==> src/rtl/xed_pkg.sv <==
package xed_pkg;

   typedef enum logic [1:0] {
      ST_IDLE,
      ST_CHECK,
      ST_RETRY_WAIT,
      ST_REPORT
   } xed_state_e;

   typedef struct packed {
      logic fix;
      logic collide;
      logic parhit;
      logic retry;
      logic fail;
   } xed_verdict_t;

endpackage

==> src/rtl/xed_lane_xor.sv <==
module xed_lane_xor #(
   parameter int N = 8,
   parameter int W = 64
) (
   input  logic [N*W-1:0] lanes_i,
   output logic [W-1:0]   sum_o
);

   always_comb begin
      sum_o = '0;
      for (int i = 0; i < N; i++) begin
         sum_o = sum_o ^ lanes_i[i*W +: W];
      end
   end

endmodule

==> src/rtl/xed_cw_match.sv <==
module xed_cw_match #(
   parameter int             LANES   = 8,
   parameter int             W       = 64,
   parameter int             IDXW    = 3,
   parameter logic [W-1:0]   CW_SEED = '0
) (
   input  logic [LANES*W-1:0] data_i,
   input  logic [W-1:0]       par_i,
   output logic [LANES:0]     hit_o,
   output logic [IDXW-1:0]    idx_o,
   output logic               multi_o
);

   localparam int NL = LANES + 1;

   for (genvar i = 0; i < LANES; i++) begin : g_lane
      assign hit_o[i] = (data_i[i*W +: W] == (CW_SEED ^ W'(i)));
   end
   assign hit_o[LANES] = (par_i == (CW_SEED ^ W'(LANES)));

   always_comb begin
      idx_o = '0;
      for (int i = 0; i < LANES; i++) begin
         if (hit_o[i]) idx_o = IDXW'(i);
      end
   end

   assign multi_o = |(hit_o & (hit_o - NL'(1)));

endmodule

==> src/rtl/xed_rebuild.sv <==
module xed_rebuild #(
   parameter int LANES = 8,
   parameter int W     = 64,
   parameter int IDXW  = 3
) (
   input  logic [LANES*W-1:0] data_i,
   input  logic [W-1:0]       syn_i,
   input  logic [IDXW-1:0]    idx_i,
   input  logic               en_i,
   output logic [LANES*W-1:0] data_o
);

   // lane ^ (XOR of all nine) equals the XOR of the other eight
   for (genvar i = 0; i < LANES; i++) begin : g_fix
      assign data_o[i*W +: W] = (en_i && (idx_i == IDXW'(i)))
                                ? (data_i[i*W +: W] ^ syn_i)
                                : data_i[i*W +: W];
   end

endmodule

==> src/rtl/xed_read_fix.sv <==
module xed_read_fix
   import xed_pkg::*;
#(
   parameter int           LANES   = 8,
   parameter int           W       = 64,
   parameter logic [W-1:0] CW_SEED = W'(64'hC3A5_96F0_0F69_5A3C)
) (
   input  logic                       clk,
   input  logic                       rst_n,
   input  logic                       rd_valid,
   input  logic [LANES*W-1:0]         rd_lanes,
   input  logic [W-1:0]               rd_par,
   input  logic [LANES*W-1:0]         wr_lanes,
   output logic [W-1:0]               wr_par,
   output logic                       out_valid,
   output logic [LANES*W-1:0]         out_lanes,
   output logic                       out_fixed,
   output logic [$clog2(LANES)-1:0]   out_lane_idx,
   output logic                       out_collision,
   output logic                       out_parity_cw,
   output logic                       out_uncorr,
   output logic                       diag_req,
   output logic                       retry_req,
   output logic                       cw_off
);

   localparam int IDXW = $clog2(LANES);
   localparam int DW   = LANES * W;

   if (LANES < 2) begin : g_bad_lanes
      $error("xed_read_fix: LANES must be at least 2");
   end
   if (W < IDXW + 2) begin : g_bad_width
      $error("xed_read_fix: W too narrow for distinct catch-words");
   end

   xed_state_e           state;
   logic [DW-1:0]        cap_data;
   logic [W-1:0]         cap_par;
   logic                 retried;
   logic [W-1:0]         syn;
   logic [LANES:0]       hit;
   logic [IDXW-1:0]      hit_idx;
   logic                 multi;
   logic [DW-1:0]        fixed_data;
   xed_verdict_t         vd;

   // write side parity
   xed_lane_xor #(.N(LANES), .W(W)) u_wr_xor (
      .lanes_i (wr_lanes),
      .sum_o   (wr_par)
   );

   // nine-lane syndrome of the captured beat
   xed_lane_xor #(.N(LANES + 1), .W(W)) u_rd_xor (
      .lanes_i ({cap_par, cap_data}),
      .sum_o   (syn)
   );

   xed_cw_match #(.LANES(LANES), .W(W), .IDXW(IDXW), .CW_SEED(CW_SEED)) u_match (
      .data_i  (cap_data),
      .par_i   (cap_par),
      .hit_o   (hit),
      .idx_o   (hit_idx),
      .multi_o (multi)
   );

   xed_rebuild #(.LANES(LANES), .W(W), .IDXW(IDXW)) u_fix (
      .data_i  (cap_data),
      .syn_i   (syn),
      .idx_i   (hit_idx),
      .en_i    (vd.fix),
      .data_o  (fixed_data)
   );

   always_comb begin
      logic par_bad;
      logic any_hit;
      logic data_hit;
      par_bad  = |syn;
      any_hit  = |hit;
      data_hit = |hit[LANES-1:0];
      vd       = '0;
      if (retried) begin
         if (par_bad)      vd.fail    = 1'b1;
         else if (any_hit) vd.collide = 1'b1;
      end else if (multi) begin
         vd.retry = 1'b1;
      end else if (!par_bad) begin
         vd.collide = any_hit;
      end else if (data_hit) begin
         vd.fix = 1'b1;
      end else if (hit[LANES]) begin
         vd.parhit = 1'b1;
      end else begin
         vd.retry = 1'b1;
      end
   end

   always_ff @(posedge clk or negedge rst_n) begin
      if (!rst_n) begin
         state         <= ST_IDLE;
         cap_data      <= '0;
         cap_par       <= '0;
         retried       <= 1'b0;
         out_valid     <= 1'b0;
         out_lanes     <= '0;
         out_fixed     <= 1'b0;
         out_lane_idx  <= '0;
         out_collision <= 1'b0;
         out_parity_cw <= 1'b0;
         out_uncorr    <= 1'b0;
         diag_req      <= 1'b0;
         retry_req     <= 1'b0;
         cw_off        <= 1'b0;
      end else begin
         out_valid     <= 1'b0;
         out_fixed     <= 1'b0;
         out_lane_idx  <= '0;
         out_collision <= 1'b0;
         out_parity_cw <= 1'b0;
         out_uncorr    <= 1'b0;
         diag_req      <= 1'b0;
         retry_req     <= 1'b0;
         case (state)
            ST_IDLE, ST_RETRY_WAIT: begin
               if (rd_valid) begin
                  cap_data <= rd_lanes;
                  cap_par  <= rd_par;
                  state    <= ST_CHECK;
               end
            end
            ST_CHECK: begin
               if (vd.retry) begin
                  retry_req <= 1'b1;
                  cw_off    <= 1'b1;
                  retried   <= 1'b1;
                  state     <= ST_RETRY_WAIT;
               end else begin
                  out_valid     <= 1'b1;
                  out_lanes     <= fixed_data;
                  out_fixed     <= vd.fix;
                  out_lane_idx  <= vd.fix ? hit_idx : '0;
                  out_collision <= vd.collide;
                  out_parity_cw <= vd.parhit;
                  out_uncorr    <= vd.fail;
                  diag_req      <= vd.fail;
                  state         <= ST_REPORT;
               end
            end
            ST_REPORT: begin
               cw_off  <= 1'b0;
               retried <= 1'b0;
               state   <= ST_IDLE;
            end
            default: state <= ST_IDLE;
         endcase
      end
   end


   retry_pulse_chk: assert property (@(posedge clk) disable iff (!rst_n)
      retry_req |=> !retry_req);


   retry_quiet_chk: assert property (@(posedge clk) disable iff (!rst_n)
      retry_req |-> (!out_valid && cw_off));


   uncorr_after_retry_chk: assert property (@(posedge clk) disable iff (!rst_n)
      out_uncorr |-> (out_valid && cw_off && diag_req));


   fixed_valid_chk: assert property (@(posedge clk) disable iff (!rst_n)
      out_fixed |-> out_valid);


   flags_excl_chk: assert property (@(posedge clk) disable iff (!rst_n)
      $onehot0({out_fixed, out_collision, out_parity_cw, out_uncorr}));


   valid_pulse_chk: assert property (@(posedge clk) disable iff (!rst_n)
      out_valid |=> (!out_valid && !retry_req));


   cw_off_drop_chk: assert property (@(posedge clk) disable iff (!rst_n)
      $fell(cw_off) |-> $past(out_valid));

endmodule

==> config.mk <==
export PLATFORM = sky130hd
export DESIGN_NAME = xed_read_fix
export DESIGN_NICKNAME = d
export VERILOG_FILES = /design/src/rtl/xed_pkg.sv /design/src/rtl/xed_lane_xor.sv /design/src/rtl/xed_cw_match.sv /design/src/rtl/xed_rebuild.sv /design/src/rtl/xed_read_fix.sv
export SDC_FILE = /design/constraint.sdc
export NUM_CORES = 2
export LEC_CHECK = 0
export BUFFER_PORTS_ARGS = -buffer_cell sky130_fd_sc_hd__buf_4
export CORE_AREA = 3 3 660 662
export DETAILED_ROUTE_END_ITERATION = 10
export DIE_AREA = 0 0 663 665
export GPL_TIMING_DRIVEN = 0
export PLACE_DENSITY_LB_ADDON = 0.1
export SETUP_SLACK_MARGIN = 0.02
export SLEW_MARGIN = 20
export SYNTH_ARGS = -nofsm -noshare
export SYNTH_HDL_FRONTEND = slang
export SYNTH_SLANG_ARGS = --single-unit
==> constraint.sdc <==
create_clock -name clk -period 3.32 [get_ports clk]
set_input_delay 0.498 -clock clk [delete_from_list [all_inputs] [get_ports clk]]
set_output_delay 0.498 -clock clk [all_outputs]
set_load 0.01 [all_outputs]
==> impl_results.md <==
- Min Clock Period, post-route: 4.234 ns
- Synth Area per Inst: 12.59 µm²
- Leak pwr: 42.43 nW
- Overall routing resource usage: 22.85%
- WS Path Type: register to register
- Io pins: 1,678
- Setup WS post-layout: -0.9137 ns
- Max-Cap Viols: 0
- Critical-path cell list: nor4bb_2 > nand4_1 > nor4_4 > buf_4 > or2_4 > o21ai_1 > o2111a_2 > buf_12 > o221ai_4 > buf_12 > clkinv_16 > buf_16 > buf_16 > mux2_4
- Routed wire length: 526,200 µm
- Dpl ws: -3.068 ns
- Clk root buf: clkbuf_16
- Row cnt: 241
- DR iter-0 viols: 2,979
- Number of global-route vias before repair: 56,240
- Wirelength per Cell: 39.55 µm
- Buffers & Inverters on Critical Path: 6
- Via density: 3.956
- Core ar.: 0.4303 mm²
- Die area: 0.4409 mm²
- Worst endpoint required time: 4.05 ns
- Outcome: finished, violations left
- Failing checks: negative setup slack
- CP endpoint kind: register
- Die width: 663 µm
- GPL Wtd Cong: 0.9490
- CP max stage delay: 0.68 ns
- HPWL Detailed: 437,600 µm
- Clock skew: 0.05219 ns
- Setup crit start kind: register
- Chip height: 665 µm
- Final Max Tran Viols: 0
- Number of synthesized flops with an enable pin: 0
- Clock Sink Count: 1,100
- Non-Filler Instances: 13,310
- Clock buffer count from CTS: 164
- Clock latency on the worst-skew pair: 0.89 ns
- DRC: 0
- Deepest level of the CTS H-tree: 4
- RSZ-0062 raised after global routing: true
- CP arrival: 4.96 ns
- Starting Density: 13.79%
- Layout cells sized above 1: 49.21%
- First-pass GRT wire length: 647,000 µm
- Synth cell types: 59
- Slew headroom: 14.97%
- TNS Setup: -399.58 ns
- Total Nets Final: 8,512
- Via count: 52,640
- Syn_nets: 5,803
- Main synth FF type: dfrtp_1
- Async SR Flop Fraction: 100.0%
- First-pass detailed-route iteration total: 5
- Post-route ant nets: 0
- P&R area growth vs syn: 69.38%
- Initial antenna violation count: 122
- CTS tree: built
- Fin. Hold Viols: 0
- Most frequent cells in the layout: buf_4 (1,816), dfrtp_1 (1,029), mux2_2 (596)
- Sequential-to-total area share from yosys stat: 46.41%
- Peak VDD IR: 1326 µV
- Synth warn: 0
- Most common cell after layout, fill and taps aside: buf_4
- Worst-path clk slew: 0.06 ns
- Power density over the cells: 1555 mW/mm²
- Total grt overflow: 0
- Crit-path leading delay family: simple AND/OR/NAND/NOR gates
- Flops & latches, synth: 1,100
- Port bufs: 1,677
- Slowest cell on crit path: nand4_1
- CP max FO: 6
- Synthesized instance count: 4,712
- Period utilization: 127.5%
- HP Class: primary input to asynchronous set/reset pin
- Mapped cell area: 0.05932 mm²
- Worst Tran Pin Value: 1.271 ns
- Placed cell count: 12,170
- CTS max path bufs: 4
- Pin count of the biggest net entering global routing: 125
- Max Clock Freq: 236.2 MHz
- Final setup fails: 520
[Yosys cell counts (4+ instances only)]
master,count,area share [%]
xnor3_1,64,2.4
or2_2,5,0.053
mux2i_1,249,4.2
xor2_1,95,1.4
dfrtp_1,1100,46
o31ai_1,5,0.063
nor4bb_1,105,1.8
clkbuf_1,178,1.1
nor4_1,41,0.43
nand2_1,46,0.29
or4_1,8,0.10
nor4b_1,30,0.44
mux2_1,9,0.17
xnor2_1,768,11
nor3_1,9,0.076
o21ai_0,38,0.32
nor2_1,43,0.27
buf_1,8,0.051
buf_4,18,0.23
buf_6,23,0.44
nand3_1,5,0.042
o41ai_1,63,0.93
o31a_1,230,3.4
nand2b_1,35,0.37
nand4_1,88,0.93
nand4b_1,7,0.10
mux2_4,200,5.1
and4_1,11,0.16
and4b_1,62,1.0
nor4_2,4,0.084
inv_1,283,1.8
a21oi_1,9,0.076
mux2_2,596,11
buf_2,23,0.19
a31oi_1,217,2.3
[logic make-up after synthesis]
logic type | Yosys count | share of synthesized area, %
DFF | 1100 | 46.41
muxes | 1054 | 20.75
xor gates and xnor gates | 927 | 15.17
buffers and inverters | 535 | 3.839
and+or+nand+nor | 520 | 6.524
AOI/OAI and AO/OA | 576 | 7.309
[sequential cells by signal, indices dropped and copies added, names as in the netlist]
register,cells
diag_req,1
cap_data,512
cap_par,64
out_parity_cw,1
out_lanes,512
out_collision,1
state,2
retry_req,1
out_valid,1
out_lane_idx,3
retried,1
out_fixed,1
[layer usage]
| metal | wire length [µm] | global-route usage, % | vias to the layer above |
|---|---|---|---|
| met1 | 202500 | 25.96 | 27440 |
| met3 | 23730 | 3.897 | 619 |
| li1 | - | - | 22630 |
| met5 | 166 | 0 | - |
| met2 | 270900 | 41.75 | 1928 |
| met4 | 28870 | 9.962 | 26 |
[cell type report]
type | instances | area, µm²
inverters | 285 | 1096
diodes | 55 | 137.6
repair inverters | 2 | 46.29
flip-flops and latches | 1100 | 27620
well taps | 5710 | 7144
plain buffers | 240 | 2491
clock inverters | 46 | 721.9
repair buffers | 2551 | 22600
fillers | 45870 | 329800
clock buffers | 240 | 4782
multi-input cells | 3077 | 33830
[power breakdown]
group          switching [W]  internal, W
Sequential            0.0125       0.0204
Combinational         0.0590       0.0457
Clock                0.00757       0.0111
[metrics by stage]
step | hold slack, ns | power (W) | area, µm² | utilization, %
floorplan | 0.2024 | 0.06022 | 59320 | -
global placement | 0.4768 | 0.09900 | 79050 | 18.37
detailed placement | 0.4208 | 0.1171 | 80760 | 18.77
CTS | 0.1029 | 0.1544 | 98010 | 22.78
global route | 0.1334 | 0.1612 | 100400 | 23.33
finish | 0.1533 | 0.1562 | 100500 | 23.35
[worst paths after layout]
check | startpoint | slack [ns] | cells after the start | endpoint
max | cap_data[90]$_DFFE_PN0P_ | -0.91 | 14 | out_lanes[503]$_DFFE_PN0P_
min | rst_n | 0.15 | 2 | out_lanes[121]$_DFFE_PN0P_
max reg2reg | cap_data[90]$_DFFE_PN0P_ | -0.91 | 14 | out_lanes[503]$_DFFE_PN0P_
min reg2reg | out_lanes[453]$_DFFE_PN0P_ | 0.51 | 1 | out_lanes[453]$_DFFE_PN0P_
max in group asynchronous | rst_n | 0.81 | 5 | cap_data[416]$_DFFE_PN0P_
min in group clk | rd_lanes[31] | 0.40 | 3 | cap_data[31]$_DFFE_PN0P_
[repair_timing]
item | in CTS | in global routing
endpoints found under the hold margin | 751 | 0
pin swaps | 86 | 42
buffers inserted | 134 | 43
cloned | 27 | 29
setup endpoints to repair | 530 | 560
gates resized for setup | 772 | 304
hold buffers | 578 | 0
[worst reg2reg max path, cell delays in order, from the launching register on]
cell and delay [ns]:
dfrtp_1 0.46, nor4bb_2 0.37, nand4_1 0.68, nor4_4 0.47, buf_4 0.21, or2_4 0.17
o21ai_1 0.09, o2111a_2 0.20, buf_12 0.15, o221ai_4 0.26, buf_12 0.18, clkinv_16 0.10
buf_16 0.20, buf_16 0.19, mux2_4 0.36
Note: power is estimated with default switching activity, not from simulation.
